$ cat config.mk
export PLATFORM = sky130hd
export DESIGN_NAME = sertx_top
export DESIGN_NICKNAME = d
export VERILOG_FILES = /design/src/rtl/sertx_pkg.sv /design/src/rtl/sertx_regs.sv /design/src/rtl/sertx_clkgen.sv /design/src/rtl/sertx_fsgen.sv /design/src/rtl/sertx_txpath.sv /design/src/rtl/sertx_top.sv
export SDC_FILE = /design/constraint.sdc
export NUM_CORES = 1
export LEC_CHECK = 0
export BUFFER_PORTS_ARGS = -buffer_cell sky130_fd_sc_hd__buf_2
export CORE_ASPECT_RATIO = 0.5
export CORE_MARGIN = 2
export CORE_UTILIZATION = 57
export CTS_BUF_LIST = sky130_fd_sc_hd__clkbuf_4
export CTS_CLUSTER_DIAMETER = 50
export CTS_CLUSTER_SIZE = 24
export DETAILED_ROUTE_END_ITERATION = 10
export GPL_TIMING_DRIVEN = 0
export PLACE_DENSITY_LB_ADDON = 0.3
export SLEW_MARGIN = 25
export SYNTH_ARGS = -nofsm -noshare
export SYNTH_HDL_FRONTEND = slang
export SYNTH_SLANG_ARGS = --single-unit
$ cat constraint.sdc
create_clock -name clk -period 6 [get_ports clk]
set_input_delay 1.2 -clock clk [delete_from_list [all_inputs] [get_ports clk]]
set_output_delay 1.2 -clock clk [all_outputs]
set_load 0.005 [all_outputs]
$ cat src/rtl/sertx_pkg.sv
package sertx_pkg;

  localparam logic [1:0] ADDR_CTRL = 2'd0;
  localparam logic [1:0] ADDR_TIME = 2'd1;
  localparam logic [1:0] ADDR_DATA = 2'd2;

  localparam int SYNC_TICKS = 2;

  typedef struct packed {
    logic fs_en;
    logic tx_en;
    logic ck_en;
  } ctrl_t;

endpackage

$ cat src/rtl/sertx_regs.sv
module sertx_regs
  import sertx_pkg::*;
#(
  parameter int WORD_W = 8,
  parameter int DIV_W  = 8,
  parameter int FPER_W = 8,
  parameter int REG_W  = 16
) (
  input  logic              clk,
  input  logic              rst_n,
  input  logic              wr,
  input  logic [1:0]        addr,
  input  logic [REG_W-1:0]  wdata,
  output ctrl_t             ctrl,
  output logic [DIV_W-1:0]  div,
  output logic [FPER_W-1:0] fper,
  output logic              data_wr,
  output logic [WORD_W-1:0] data_word
);

  ctrl_t             ctrl_q, ctrl_d;
  logic [DIV_W-1:0]  div_q, div_d;
  logic [FPER_W-1:0] fper_q, fper_d;

  always_comb begin
    ctrl_d = ctrl_q;
    div_d  = div_q;
    fper_d = fper_q;
    if (wr && addr == ADDR_CTRL) begin
      ctrl_d = ctrl_t'(wdata[2:0]);
    end
    if (wr && addr == ADDR_TIME) begin
      div_d  = wdata[DIV_W-1:0];
      fper_d = wdata[DIV_W +: FPER_W];
    end
  end

  always_ff @(posedge clk or negedge rst_n) begin
    if (!rst_n) begin
      ctrl_q <= '0;
      div_q  <= '0;
      fper_q <= '0;
    end else begin
      ctrl_q <= ctrl_d;
      div_q  <= div_d;
      fper_q <= fper_d;
    end
  end

  assign ctrl      = ctrl_q;
  assign div       = div_q;
  assign fper      = fper_q;
  assign data_wr   = wr && (addr == ADDR_DATA);
  assign data_word = wdata[WORD_W-1:0];

endmodule

$ cat src/rtl/sertx_clkgen.sv
module sertx_clkgen #(
  parameter int DIV_W = 8
) (
  input  logic             clk,
  input  logic             rst_n,
  input  logic             en,
  input  logic [DIV_W-1:0] div,
  output logic             sclk,
  output logic             bit_tick
);

  logic [DIV_W-1:0] cnt_q, cnt_d;
  logic             sclk_q, sclk_d;
  logic             wrap;

  assign wrap = (cnt_q == div);

  always_comb begin
    cnt_d  = cnt_q;
    sclk_d = sclk_q;
    if (!en) begin
      cnt_d  = '0;
      sclk_d = 1'b0;
    end else if (wrap) begin
      cnt_d  = '0;
      sclk_d = ~sclk_q;
    end else begin
      cnt_d  = cnt_q + 1'b1;
    end
  end

  always_ff @(posedge clk or negedge rst_n) begin
    if (!rst_n) begin
      cnt_q  <= '0;
      sclk_q <= 1'b0;
    end else begin
      cnt_q  <= cnt_d;
      sclk_q <= sclk_d;
    end
  end

  assign sclk     = sclk_q;
  assign bit_tick = en && wrap && sclk_q;

endmodule

$ cat src/rtl/sertx_fsgen.sv
module sertx_fsgen #(
  parameter int FPER_W = 8
) (
  input  logic              clk,
  input  logic              rst_n,
  input  logic              en,
  input  logic [FPER_W-1:0] fper,
  input  logic              bit_tick,
  output logic              fs_tick,
  output logic              fsync
);

  logic [FPER_W-1:0] fcnt_q, fcnt_d;
  logic              fs_q, fs_d;
  logic              at_start;

  assign at_start = (fcnt_q == '0);

  always_comb begin
    fcnt_d = fcnt_q;
    fs_d   = fs_q;
    if (!en) begin
      fcnt_d = '0;
      fs_d   = 1'b0;
    end else if (bit_tick) begin
      fcnt_d = (fcnt_q == fper) ? '0 : fcnt_q + 1'b1;
      fs_d   = at_start;
    end
  end

  always_ff @(posedge clk or negedge rst_n) begin
    if (!rst_n) begin
      fcnt_q <= '0;
      fs_q   <= 1'b0;
    end else begin
      fcnt_q <= fcnt_d;
      fs_q   <= fs_d;
    end
  end

  assign fs_tick = en && bit_tick && at_start;
  assign fsync   = fs_q;

endmodule

$ cat src/rtl/sertx_txpath.sv
module sertx_txpath
  import sertx_pkg::*;
#(
  parameter int WORD_W = 8
) (
  input  logic              clk,
  input  logic              rst_n,
  input  logic              tx_en,
  input  logic              bit_tick,
  input  logic              fs_tick,
  input  logic              data_wr,
  input  logic [WORD_W-1:0] data_word,
  output logic              sdata,
  output logic              ready,
  output logic              dma_evt,
  output logic              underflow,
  output logic              busy
);

  localparam int CNT_W  = $clog2(WORD_W);
  localparam int SYNC_W = $clog2(SYNC_TICKS + 1);

  logic [WORD_W-1:0] hold_q, hold_d;
  logic              full_q, full_d;
  logic [WORD_W-1:0] shift_q, shift_d;
  logic              busy_q, busy_d;
  logic [CNT_W-1:0]  bitcnt_q, bitcnt_d;
  logic [SYNC_W-1:0] sync_q, sync_d;
  logic              active_q, active_d;
  logic              uflow_q, uflow_d;
  logic              rdy_dly_q;
  logic              last_bit, idle, load, miss;

  assign last_bit = busy_q && bit_tick && (bitcnt_q == '0);
  assign idle     = !busy_q || last_bit;
  assign load     = tx_en && active_q && fs_tick && idle && full_q;
  assign miss     = tx_en && active_q && fs_tick && idle && !full_q;

  // holding register
  always_comb begin
    hold_d = hold_q;
    full_d = full_q;
    if (load) full_d = 1'b0;
    if (data_wr) begin
      hold_d = data_word;
      full_d = 1'b1;
    end
  end

  // shifter
  always_comb begin
    shift_d  = shift_q;
    busy_d   = busy_q;
    bitcnt_d = bitcnt_q;
    if (!tx_en) begin
      shift_d  = '0;
      busy_d   = 1'b0;
      bitcnt_d = '0;
    end else if (load) begin
      shift_d  = hold_q;
      busy_d   = 1'b1;
      bitcnt_d = CNT_W'(WORD_W - 1);
    end else if (busy_q && bit_tick) begin
      shift_d = {shift_q[WORD_W-2:0], 1'b0};
      if (bitcnt_q == '0) busy_d = 1'b0;
      else                bitcnt_d = bitcnt_q - 1'b1;
    end
  end

  // enable synchronisation and underflow
  always_comb begin
    sync_d   = sync_q;
    active_d = active_q;
    uflow_d  = uflow_q;
    if (!tx_en) begin
      sync_d   = '0;
      active_d = 1'b0;
      uflow_d  = 1'b0;
    end else begin
      if (bit_tick && !active_q) begin
        sync_d   = sync_q + 1'b1;
        active_d = (sync_q == SYNC_W'(SYNC_TICKS - 1));
      end
      if (miss) uflow_d = 1'b1;
    end
  end

  always_ff @(posedge clk or negedge rst_n) begin
    if (!rst_n) begin
      hold_q    <= '0;
      full_q    <= 1'b0;
      shift_q   <= '0;
      busy_q    <= 1'b0;
      bitcnt_q  <= '0;
      sync_q    <= '0;
      active_q  <= 1'b0;
      uflow_q   <= 1'b0;
      rdy_dly_q <= 1'b0;
    end else begin
      hold_q    <= hold_d;
      full_q    <= full_d;
      shift_q   <= shift_d;
      busy_q    <= busy_d;
      bitcnt_q  <= bitcnt_d;
      sync_q    <= sync_d;
      active_q  <= active_d;
      uflow_q   <= uflow_d;
      rdy_dly_q <= ready;
    end
  end

  assign ready     = active_q && !full_q;
  assign dma_evt   = ready && !rdy_dly_q;
  assign sdata     = busy_q && shift_q[WORD_W-1];
  assign underflow = uflow_q;
  assign busy      = busy_q;

endmodule

$ cat src/rtl/sertx_top.sv
module sertx_top
  import sertx_pkg::*;
#(
  parameter int WORD_W = 8,
  parameter int DIV_W  = 8,
  parameter int FPER_W = 8,
  localparam int REG_W = (WORD_W > DIV_W + FPER_W) ? WORD_W : DIV_W + FPER_W
) (
  input  logic             clk,
  input  logic             rst_n,
  input  logic             bus_wr,
  input  logic [1:0]       bus_addr,
  input  logic [REG_W-1:0] bus_wdata,
  output logic             sclk_o,
  output logic             sdata_o,
  output logic             fsync_o,
  output logic             tx_ready_o,
  output logic             dma_evt_o,
  output logic             underflow_o
);

  logic [1:0]        rst_sync_q;
  logic              rst_int_n;
  ctrl_t             ctl;
  logic              ck_en, tx_en, fs_en;
  logic [DIV_W-1:0]  div;
  logic [FPER_W-1:0] fper;
  logic              data_wr;
  logic [WORD_W-1:0] data_word;
  logic              bit_tick, fs_tick;
  logic              tx_busy;

  always_ff @(posedge clk or negedge rst_n) begin
    if (!rst_n) rst_sync_q <= 2'b00;
    else        rst_sync_q <= {rst_sync_q[0], 1'b1};
  end
  assign rst_int_n = rst_sync_q[1];

  sertx_regs #(
    .WORD_W(WORD_W), .DIV_W(DIV_W), .FPER_W(FPER_W), .REG_W(REG_W)
  ) u_regs (
    .clk(clk), .rst_n(rst_int_n), .wr(bus_wr), .addr(bus_addr),
    .wdata(bus_wdata), .ctrl(ctl), .div(div), .fper(fper),
    .data_wr(data_wr), .data_word(data_word)
  );

  assign ck_en = ctl.ck_en;
  assign tx_en = ctl.tx_en;
  assign fs_en = ctl.fs_en;

  sertx_clkgen #(.DIV_W(DIV_W)) u_clkgen (
    .clk(clk), .rst_n(rst_int_n), .en(ck_en), .div(div),
    .sclk(sclk_o), .bit_tick(bit_tick)
  );

  sertx_fsgen #(.FPER_W(FPER_W)) u_fsgen (
    .clk(clk), .rst_n(rst_int_n), .en(fs_en), .fper(fper),
    .bit_tick(bit_tick), .fs_tick(fs_tick), .fsync(fsync_o)
  );

  sertx_txpath #(.WORD_W(WORD_W)) u_txpath (
    .clk(clk), .rst_n(rst_int_n), .tx_en(tx_en), .bit_tick(bit_tick),
    .fs_tick(fs_tick), .data_wr(data_wr), .data_word(data_word),
    .sdata(sdata_o), .ready(tx_ready_o), .dma_evt(dma_evt_o),
    .underflow(underflow_o), .busy(tx_busy)
  );

endmodule

Word level (Yosys, flattened, before mapping)

Cells that the tools add are included.
Widths: inputs -> output; s select.

Register bits after elaboration: 65
Word-level logic and storage cells: 93
Output and inout bits: 6
Bits of input ports: 21

Bitwise gates (word level): 1
Multiplexer cells: 28
Add/sub/neg operators: 4
Reduce and logical (&&, ||, !) cells: 29
Eq/ne operators: 12

Operators by type and width:

| operator            | count |
|---|---|
| $mux 8              | 8 |
| $logic_and 1x1->1   | 18 |
| $add 8x1->8 const B | 2 |
| $eq 8x8->1          | 2 |
| $mux 1              | 14 |
| $mux 3              | 4 |
| $ne 3x3->1 const B  | 3 |
| $logic_not 8->1     | 1 |
| $eq 2x1->1 const B  | 2 |
| $logic_not 1->1     | 4 |
| $mux 2              | 2 |
| $ne 2x1->1 const B  | 2 |
| $ne 2x2->1 const B  | 2 |
| $reduce_and 2->1    | 2 |
| $logic_not 3->1     | 1 |
| $sub 3x1->3 const B | 1 |
| $add 2x1->2 const B | 1 |
| $eq 2x2->1 const B  | 1 |
| $logic_not 2->1     | 1 |
| $reduce_bool 2->1   | 1 |
| $logic_or 1x1->1    | 1 |
| $not 1->1           | 1 |

Longest topological paths before layout

Depth in word-level cells: 10
Mapped depth: 8
Mapped depth without buffers: 7

Hierarchy

From an unflattened synthesis, not the netlist that was laid out.

Cells, all modules: 272
Area total of the unflattened synthesis: 3198.1 µm²

Modules (own cells, without submodules):

| module       | times used | sequential area each (µm²) | area an instance (µm²) | cells each |
|---|---|---|---|---|
| sertx_txpath | 1          | 650.6                      | 1228.7                 | 110 |
| sertx_regs   | 1          | 475.5                      | 838.3                  | 51 |
| sertx_fsgen  | 1          | 225.2                      | 574.3                  | 60 |
| sertx_clkgen | 1          | 225.2                      | 503.0                  | 48 |
| sertx_top    | 1          | 50.0                       | 53.8                   | 3 |

Worst setup path before layout

No wires, ideal clock.

Path kind: in2reg
Start point: input port bus_addr[1]
End point: register u_regs.div_q[3] (netlist: u_regs.div[3])
Data required time: 5.875 ns
Setup time: 0.125 ns
Setup slack: 3.726 ns
Stages on the path: 3
Buffers on the path: 1
Arrival: 2.150 ns
Cell sequence: nand3b_1 -> clkbuf_1 -> mux2_2

Cells in the longest elaborated chain, start to end: 2

RTL lines:

| element              | line             | RTL |
|---|---|---|
| start, declared      | sertx_top.sv:12  | `input logic [1:0] bus_addr,` |
| $eq 2x1->1           | sertx_regs.sv:32 | `if (wr && addr == ADDR_TIME) begin` |
| $logic_and 1x1->1    | sertx_regs.sv:32 |  |
| end signal, assigned | sertx_regs.sv:45 | `div_q <= div_d;` |
| end, declared        | sertx_regs.sv:22 | `logic [DIV_W-1:0] div_q, div_d;` |

Every way passes these cells.
A chain may end at the register's enable or synchronous reset.

Final worst setup path

Start point: register u_txpath.active_q
End point: output port tx_ready_o

Cells in the longest elaborated chain, start to end: 1

RTL lines:

| element                | line                | RTL |
|---|---|---|
| start, declared        | sertx_txpath.sv:29  | `logic active_q, active_d;` |
| start signal, assigned | sertx_txpath.sv:106 | `active_q <= active_d;` |
| $logic_and 1x1->1      | sertx_txpath.sv:112 | `assign ready = active_q && !full_q;` |
| end, declared          | sertx_top.sv:17     | `output logic tx_ready_o,` |

Every way passes these cells.

==> results.yml <==
status:
  outcome: "finished, final reports clean"
floorplan:
  placementRows: 19
  pin_count: 27
  fp.dieW_um: 109
  die_y_um: 56.5
  core_area_mm2: 0.00540
  start_util_pct: 58.3
  dieArea_mm2: 0.00616
setup_path:
  critPathBufInv: 2
  crit_family: "flip-flops"
  worstSetupEndpointType: "output port"
  crit_path_top_delay_cell: "dfrtp_1"
  reg2regPathDepth: 6
  cp_cell_sequence: "inv_1, nor2_1, buf_2"
  cp_num_cells: 3
  cp_max_fo: 7
  required_ps: 4800
  slowest_delay_ps: 420
  rrSetupSlack_ps: 3550
  arrival_ps: 1320
  r2r_end: "u_txpath.full_q"
  reg2reg_from: "u_clkgen.cnt_q[3]"
  path_class: "reg -> out"
  crit_start: "u_txpath.active_q"
  critPathCapture: "tx_ready_o"
  start_kind: "flop"
detailed_routing:
  firstDrtPassIters: 4
  wirelength_um: 6250
  dr_total_vias: 2297
  drtAntennaViolNets: 0
  avgRoutedWirePerCell_um: 15.8
  drt_iter0_drc: 109
  viasPerCell: 5.80
  drc: 0
clock_network:
  clk_latency_ps: 420
  post_cts_buffers: 0
  clockBufferDepth: 2
  clk_pin_slew_ps: 120
  cts_tree: "done"
  cts_resized: 0
  cts.htree.levels: 3
  cts_root_buffer: "clkbuf_4"
  numCtsBuffers: 9
  holdBufCountCts: 0
  cts_sinks: 65
logic_synthesis:
  yosys_warnings: 0
  yosysUniqueCellTypes: 43
  yosys.area_share.simple_pct: 16.8
  synth_top_family_by_area: "simple AND/OR/NAND/NOR gates"
  synthXorXnorAreaFrac_pct: 6.41
  synthMuxAreaShare_pct: 9.67
  synth-compound-area-share_pct: 9.63
  syn-mean-instance-area_um2: 11.2
  syn_area_mm2: 0.00314
  syn_inst: 280
  synth_flop_cell: "dfrtp_1"
  synthArstFlopShare_pct: 100
  synthAdderAreaFrac_pct: 2.39
  synth_top_area_share_pct: 51.7
  yosysSeqAreaShare_pct: 51.7
  ys_ff_latch: 65
  synth_area_leaders: "dfrtp_1 52%, mux2_2 9.7%, xor2_1 3.6%"
  synth_largest_area_cell: "dfrtp_1"
  syn_nets: 307
  synth_edf_count: 0
global_routing:
  met3_usage_pct: 6.50
  grt_pass1_wl_um: 10800
  globalRouteMet2Util_pct: 35.1
  grt_overflow_total: 0
  grt_max_degree: 41
  globalRouteTotalUtil_pct: 23.5
  busiest_layer: "met2"
  met1_usage_pct: 31.8
  grt_pass1_vias: 2288
  antenna_found_initial: 0
sta:
  slew_headroom_pct: 57.0
  slew_viol_final: 0
  fmax_mhz: 397
  whs_ps: 234
  period_share_pct: 41.9
  rsz0062_at_grt: "false"
  tightest_slew_ps: 640
  finalSetupTns_ps: 0
  fin_ws_ps: 3480
  setup_viol: 0
  final.min_clock_period_ps: 2520
  hold_violations: 0
  finClkSkew_ps: 24.4
min_path:
  hp-class: "reg -> async"
finish:
  nets: 345
  diodes: 0
  layout_common_cells: "64 x dfrtp_1, 27 x buf_2, 27 x mux2_2"
  layout-drive-gt1-share_pct: 25.4
  area_growth_syn_to_layout_pct: 13.2
  final_common_cell: "dfrtp_1"
pwr:
  cellLeakagePower_uw: 0.00163
  power_density_mw_per_mm2: 272
  ir_worst_vdd_uv: 188
placed_design:
  dp_slack_ps: 3290
  gp_congestion: 0.790
  dp_hpwl_um: 4520
  numPortBuffers: 26
run:
  maxCapViolCount: 0
[report_power, final]
part / internal [uW] / total, uW / leakage, uW / switching [uW]
clock network: 172 / 340 / 0.0000867 / 167
logic: 60.0 / 117 / 0.000710 / 56.9
registers: 479 / 513 / 0.000838 / 34.8
[worst min path at each step]
stage | startpoint | end | slack [ps] | cells after the start
global route | rst_sync_q[1] | u_clkgen.cnt_q[5] | 280 | 0
detailed placement | rst_sync_q[1] | u_txpath.hold_q[3] | 240 | 0
global placement | rst_sync_q[0] | rst_sync_q[1] | 340 | 0
CTS | rst_sync_q[1] | u_txpath.hold_q[3] | 260 | 0
finish | rst_sync_q[1] | u_txpath.hold_q[3] | 230 | 0
floorplan | rst_sync_q[0] | rst_sync_q[1] | 330 | 0
[registers in the layout (all words and copies together), names as in the netlist, 2 cells and up]
signal	cells
rst_sync_q	2
u_clkgen.cnt_q	8
u_fsgen.fcnt_q	8
u_regs.ctrl	3
u_regs.div	8
u_regs.fper	8
u_txpath.bitcnt_q	3
u_txpath.hold_q	8
u_txpath.shift_q	8
u_txpath.sync_q	2
[layer usage]
metal / vias to the layer above / part of all wire [%]
li1: 1073 / -
met4: 0 / 1.8
met3: 11 / 5.6
met2: 70 / 48
met5: - / 0
met1: 1143 / 45
[cell type report]
type	instances	area, um^2
tap	73	91.3
sequential	65	1630
clock buffer	9	67.6
buffer	12	61.3
timing repair buffer	27	150
fill	409	1840
inverter	11	41.3
multi-input combinational	192	1420
clock inverter	7	103
[cell usage after synthesis, types with 2 or more instances]
library cell,n
nand4_1,4
xor2_1,13
o211a_1,3
buf_6,2
xnor2_1,10
a221o_1,7
a21oi_1,8
ha_1,6
o32ai_1,3
nand3b_1,4
nand2b_1,4
mux2_2,27
o21ai_0,5
o211ai_1,2
nor4_1,4
nor3_1,3
nor2_1,18
nand3_1,19
a21boi_0,2
and2_1,2
clkbuf_1,9
dfrtp_1,65
nand4b_1,2
o22ai_1,2
inv_1,11
nand2_1,24
and3_1,5
[stage by stage]
| step | cells | power (uW) | util (%) | cell area (um^2) |
|---|---|---|---|---|
| finish | 396 | 970 | 66.0 | 3560 |
| global route | 396 | 1010 | 66.0 | 3560 |
| CTS | 396 | 981 | 66.0 | 3560 |
| detailed placement | 380 | 640 | 62.8 | 3390 |
| global placement | 379 | 631 | 62.4 | 3370 |
| floorplan | 280 | 601 | - | 3140 |
[cells by family (layout without fill, tap and decap cells)]
| logic type | count (synthesis) | in the layout |
|---|---|---|
| compound gates | 37 | 37 |
| fa+ha+maj | 6 | 6 |
| flops | 65 | 65 |
| mux | 27 | 27 |
| simple gates | 98 | 98 |
| other cells | 1 | 1 |
| buf+inv | 23 | 66 |
| xor+xnor | 23 | 23 |
(Power assumes the default switching activity.)
